File: src/rtl/seg_agen_pkg.sv
package seg_agen_pkg;
    localparam int LIN_W  = 32;
    localparam int SEG_W  = 16;
    localparam int OFF_W  = 16;
    localparam int SHIFT  = 4;
    localparam int SIZE_W = 2;
    localparam int VEC_W  = 8;
    localparam int RA_W   = SEG_W + SHIFT + 1;
    localparam logic [VEC_W-1:0] GP_VECTOR = VEC_W'(13);

    typedef enum logic {
        MODE_REAL = 1'b0,
        MODE_PROT = 1'b1
    } mode_e;

    typedef struct packed {
        logic [LIN_W-1:0] addr;
        logic             fault;
    } agen_res_t;

    typedef struct packed {
        logic             valid;
        mode_e            mode;
        logic [LIN_W-1:0] addr;
        logic             fault;
        logic [VEC_W-1:0] vector;
    } agen_out_t;

    // bytes minus one for a size code: 1, 2 or 4 bytes
    function automatic logic [OFF_W:0] span_m1(input logic [SIZE_W-1:0] code);
        case (code)
            2'b00:   return (OFF_W+1)'(0);
            2'b01:   return (OFF_W+1)'(1);
            default: return (OFF_W+1)'(3);
        endcase
    endfunction
endpackage

File: src/rtl/seg_agen_real.sv
module seg_agen_real
    import seg_agen_pkg::*;
(
    input  logic [SEG_W-1:0]  seg,
    input  logic [OFF_W-1:0]  off,
    input  logic [SIZE_W-1:0] size,
    output agen_res_t         res
);
    logic [RA_W-1:0]  sum;
    logic [OFF_W:0]   last_byte;
    logic [LIN_W-1:0] addr_ext;

    always_comb begin
        sum       = RA_W'({seg, {SHIFT{1'b0}}}) + RA_W'(off);
        last_byte = {1'b0, off} + span_m1(size);
    end

    generate
        if (LIN_W > RA_W) begin : g_zext
            assign addr_ext = {{(LIN_W-RA_W){1'b0}}, sum};
        end else if (LIN_W == RA_W) begin : g_same
            assign addr_ext = sum;
        end else begin : g_trunc
            assign addr_ext = sum[LIN_W-1:0];
        end
    endgenerate

    always_comb begin
        res.addr  = addr_ext;
        res.fault = last_byte[OFF_W];
    end
endmodule

File: src/rtl/seg_agen_prot.sv
module seg_agen_prot
    import seg_agen_pkg::*;
(
    input  logic [LIN_W-1:0] base,
    input  logic [LIN_W-1:0] off,
    output agen_res_t        res
);
    always_comb begin
        res.addr  = base + off;
        res.fault = 1'b0;
    end
endmodule

File: src/rtl/seg_agen_outreg.sv
module seg_agen_outreg
    import seg_agen_pkg::*;
(
    input  logic      clk,
    input  logic      rst,
    input  logic      in_valid,
    input  mode_e     in_mode,
    input  agen_res_t in_res,
    output agen_out_t q
);
    always_ff @(posedge clk) begin
        if (rst) begin
            q <= '0;
        end else if (in_valid) begin
            q.valid  <= 1'b1;
            q.mode   <= in_mode;
            q.addr   <= in_res.addr;
            q.fault  <= in_res.fault;
            q.vector <= in_res.fault ? GP_VECTOR : '0;
        end else begin
            q.valid <= 1'b0;
        end
    end
endmodule

File: src/rtl/seg_agen_unit.sv
module seg_agen_unit
    import seg_agen_pkg::*;
(
    input  logic              clk,
    input  logic              rst,
    input  logic              req_valid,
    input  logic              req_prot,
    input  logic [LIN_W-1:0]  req_seg,
    input  logic [LIN_W-1:0]  req_off,
    input  logic [SIZE_W-1:0] req_size,
    output logic              res_valid,
    output logic              res_prot,
    output logic [LIN_W-1:0]  res_addr,
    output logic              res_fault,
    output logic [VEC_W-1:0]  res_vector
);
    agen_res_t real_res;
    agen_res_t prot_res;
    agen_res_t sel_res;
    mode_e     mode;
    agen_out_t q;

    assign mode = mode_e'(req_prot);

    seg_agen_real u_real (
        .seg  (req_seg[SEG_W-1:0]),
        .off  (req_off[OFF_W-1:0]),
        .size (req_size),
        .res  (real_res)
    );

    seg_agen_prot u_prot (
        .base (req_seg),
        .off  (req_off),
        .res  (prot_res)
    );

    always_comb begin
        sel_res = (mode == MODE_PROT) ? prot_res : real_res;
    end

    seg_agen_outreg u_out (
        .clk      (clk),
        .rst      (rst),
        .in_valid (req_valid),
        .in_mode  (mode),
        .in_res   (sel_res),
        .q        (q)
    );

    assign res_valid  = q.valid;
    assign res_prot   = q.mode;
    assign res_addr   = q.addr;
    assign res_fault  = q.fault;
    assign res_vector = q.vector;
endmodule

File: config.mk
export PLATFORM = sky130hd
export DESIGN_NAME = seg_agen_unit
export DESIGN_NICKNAME = d
export VERILOG_FILES = /design/src/rtl/seg_agen_pkg.sv /design/src/rtl/seg_agen_real.sv /design/src/rtl/seg_agen_prot.sv /design/src/rtl/seg_agen_outreg.sv /design/src/rtl/seg_agen_unit.sv
export SDC_FILE = /design/constraint.sdc
export NUM_CORES = 1
export LEC_CHECK = 0
export ABC_AREA = 1
export BUFFER_PORTS_ARGS = -buffer_cell sky130_fd_sc_hd__buf_2
export CAP_MARGIN = 20
export CORE_ASPECT_RATIO = 1.2
export CORE_MARGIN = 10
export CORE_UTILIZATION = 32
export CTS_CLUSTER_SIZE = 20
export DETAILED_ROUTE_END_ITERATION = 10
export HOLD_SLACK_MARGIN = 0.08
export PLACE_DENSITY = 0.58
export SETUP_SLACK_MARGIN = 0.3
export SYNTH_ARGS = -nofsm -noshare
export SYNTH_HDL_FRONTEND = slang
export SYNTH_HIERARCHICAL = 1
export SYNTH_SLANG_ARGS = --single-unit
File: constraint.sdc
create_clock -name clk -period 1.87 [get_ports clk]
set_input_delay 0.187 -clock clk [delete_from_list [all_inputs] [get_ports clk]]
set_output_delay 0.187 -clock clk [all_outputs]
set_load 0.1 [all_outputs]
==> results.sh <==
export IMPL_hp_class="in2reg"
export IMPL_drc_errors=0
export IMPL_drtAntennaViolNets=0
export IMPL_synth_compound_area_share_pct=3.03
export IMPL_wl_per_cell_um=12.3
export IMPL_drv_cap=0
export IMPL_final_nets=1323
export IMPL_max_freq_mhz=591
export IMPL_crit_path_cell_trace="buf_6, ha_4, fa_2, nand3_2, nand3_2, nand2_2, nand2_4, nand2_4, nand2_4, nand2_2, nand2_1, nand2_1, nand2_1, nand2_1, nand2_1, inv_1, nand2_1, nand2_1, nor2_1"
export IMPL_chipHeight_um=162
export IMPL_cts_root_buf="clkbuf_16"
export IMPL_dp_hpwl_um=14400
export IMPL_ir_worst_vdd_uv=320
export IMPL_required_ns=2.04
export IMPL_whs_ns=0.236
export IMPL_synthDistinctLibCells=34
export IMPL_power_total_mw=4.49
export IMPL_final_core_util_pct=49.0
export IMPL_insertion_delay_ns=0.28
export IMPL_path_class="in2reg"
export IMPL_grt_max_degree=45
export IMPL_fin_skew_ns=0
export IMPL_fp_dieW_um=139
export IMPL_finalSetupViolCount=0
export IMPL_worst_slew_pin_slew_ns=0.930
export IMPL_netlist_instances=1029
export IMPL_grt_pass1_wl_um=27800
export IMPL_dr_pass1_iters=5
export IMPL_area_growth_pct=51.5
export IMPL_yosys_register_bits=35
export IMPL_gr_usage_all_layers_pct=14.5
export IMPL_place_inst=1402
export IMPL_insertedDiodeCount=0
export IMPL_dieArea_sq_um=22500
export IMPL_synth_fa_ha_area_share_pct=10.9
export IMPL_stdcell_area_sq_um=8190
export IMPL_synth_xor_area_share_pct=3.73
export IMPL_largestRegisters="u_out/q: 35 flops"
export IMPL_clk_pin_slew_ns=0.06
export IMPL_gr_total_overflow=0
export IMPL_synth_top_family_by_area="simple AND/OR/NAND/NOR gates"
export IMPL_num_rows=52
export IMPL_synth_area_mux_share_pct=0
export IMPL_finalMaxSlewViolations=0
export IMPL_max_stage_delay_ns=0.42
export IMPL_io_pins=113
export IMPL_leakage_nw=4.69
export IMPL_cts_max_level=2
export IMPL_synth_area_per_cell_sq_um=5.26
export IMPL_place_area_sq_um=6650
export IMPL_numPortBuffers=107
export IMPL_clock_sinks=35
export IMPL_cts_tree="done"
export IMPL_gp_congestion=0.899
export IMPL_finalCriticalPeriod_ns=1.69
export IMPL_grt_pass1_vias=5779
export IMPL_drtIter0Drc=235
export IMPL_drive_above_1_share_pct=37.9
export IMPL_coreArea_sq_um=16700
export IMPL_regMostFlops="u_out/q"
export IMPL_path_delay_family="simple AND/OR/NAND/NOR gates"
export IMPL_start_util_pct=32.3
export IMPL_outcome="finished clean"
export IMPL_syn_area_sq_um=5410
export IMPL_cts_path_max_buffers=2
export IMPL_worstPathArrival_ns=1.86
export IMPL_startpoint_type="input port"
export IMPL_slowest_stage="fa_2"
export IMPL_dpl_worst_slack_ns=-0.166
export IMPL_cp_common_cell="nand2_1"
export IMPL_largest_reg_flops=35
export IMPL_cp_max_fo=4
export IMPL_power_density_nw_per_um2=548
export IMPL_cts_buffers=5
export IMPL_routed_via_density=4.27
export IMPL_finalCritPeriodShare_pct=90.5
export IMPL_hold_viol_final=0
export IMPL_synthSimpleGateAreaFrac_pct=50.2
export IMPL_slew_headroom_pct=37.6
export IMPL_instances_no_fill=1424
export IMPL_via_count=6076
export IMPL_setup_tns_ns=0
export IMPL_rsz0062_at_grt="yes"
export IMPL_worst_slack_ns=0.178
export IMPL_drt_wl_total_um=17500
export IMPL_ys_warn_count=6
export IMPL_antenna_found_initial=0
export IMPL_cp_end_kind="register"
export IMPL_worst_path_buf_inv=2
export IMPL_ys_seq_area_share_pct=13.0
[worst paths after layout]
kind / start / endpoint / slack [ns] / cells after the start
min: req_valid / u_out/q[38]$_SDFFE_PP0P_ / 0.24 / 3
max: req_seg[0] / u_out/q[29]$_SDFFE_PP0P_ / 0.18 / 19
min reg2reg: u_out/q[20]$_SDFFE_PP0P_ / u_out/q[20]$_SDFFE_PP0P_ / 0.46 / 2
max reg2reg: u_out/q[35]$_SDFFE_PP0P_ / u_out/q[35]$_SDFFE_PP0P_ / 1.30 / 2
[repair_timing]
action | 4_1_cts | 5_1_grt
buffers inserted | 0 | 13
hold buffers | 1 | 0
pin swaps | 13 | 108
setup endpoints to repair | 25 | 28
hold endpoints to repair | 1 | 0
gates resized for setup | 41 | 262
[cells in the final DEF, fill, tap and decap left out, types with 2 or more instances in the layout]
master	synthesis	layout
nand2_1	456	363
inv_1	179	165
nor2_1	121	104
nand2_2	26	90
buf_4	27	89
buf_2	8	86
ha_4	0	39
dfxtp_1	35	34
nand2_4	0	28
nand3_1	31	23
buf_6	6	20
conb_1	3	17
inv_2	3	16
nor2_2	3	13
a21oi_2	1	13
nand3_2	6	11
xor2_2	0	10
a21oi_1	25	9
xor2_1	20	9
nor2_4	0	7
nand4_1	7	7
nor3_2	3	6
clkbuf_16	0	5
ha_1	44	5
a21oi_4	0	4
buf_8	1	3
nand3_4	0	3
xnor2_1	3	3
clkinvlp_4	0	2
nor3_4	0	2
o21bai_1	2	2
fa_2	0	2
or2_1	2	2
nand3b_1	2	2
[tightest hold or removal path, delay by kind of cell]
family        cells  cell delay (ns)
buf+inv           1             0.14
simple gates      2             0.15
[cells in the mapped netlist, drive strengths merged]
cell type | number | area share [%]
xnor2 | 3 | 0.49
xor2 | 20 | 3.2
nor2 | 124 | 8.7
dfxtp | 35 | 13
nand4 | 7 | 0.81
nor3 | 8 | 1.0
clkbuf | 1 | 0.069
buf | 42 | 6.0
nand3b | 2 | 0.28
inv | 183 | 13
ha | 44 | 10
fa | 2 | 0.74
clkinv | 1 | 0.069
o21bai | 2 | 0.28
o21a | 1 | 0.14
or2 | 3 | 0.39
nand2 | 482 | 35
a21oi | 26 | 2.5
nand3 | 37 | 4.0
a21o | 1 | 0.14
conb | 3 | 0.21
and2 | 2 | 0.28
[logic make-up after synthesis]
logic type      Yosys count
simple gates            665
buf+inv                 227
fa+ha+maj                46
xor+xnor                 23
other cells               3
compound gates           30
flops                    35
[layer usage]
layer	up-vias	global-route usage [%]	wire [um]	share of wire (%)
met5	-	0	0	0
met4	0	4.08	311	1.8
met3	18	0.875	355	2.0
met2	108	25.3	8530	49
met1	2602	18.9	8280	47
li1	3348	-	-	-
[layout make-up]
class                           count  area, sq um
Clock buffer                        5          125
Clock inverter                      3         20.0
Fill cell                        1729         8530
Inverter                          184          701
Multi-Input combinational cell    781         4970
Sequential cell                    35          702
Tap cell                          216          270
Timing Repair Buffer              200         1400
[power breakdown]
group	leakage (nW)	internal (mW)	switching, mW	total (mW)
logic	4.33	1.03	1.80	2.83
registers	0.291	0.811	0.0297	0.840
clock network	0.0658	0.490	0.322	0.812
total	4.69	2.33	2.15	4.49
Power figures use the tool's default switching activity.
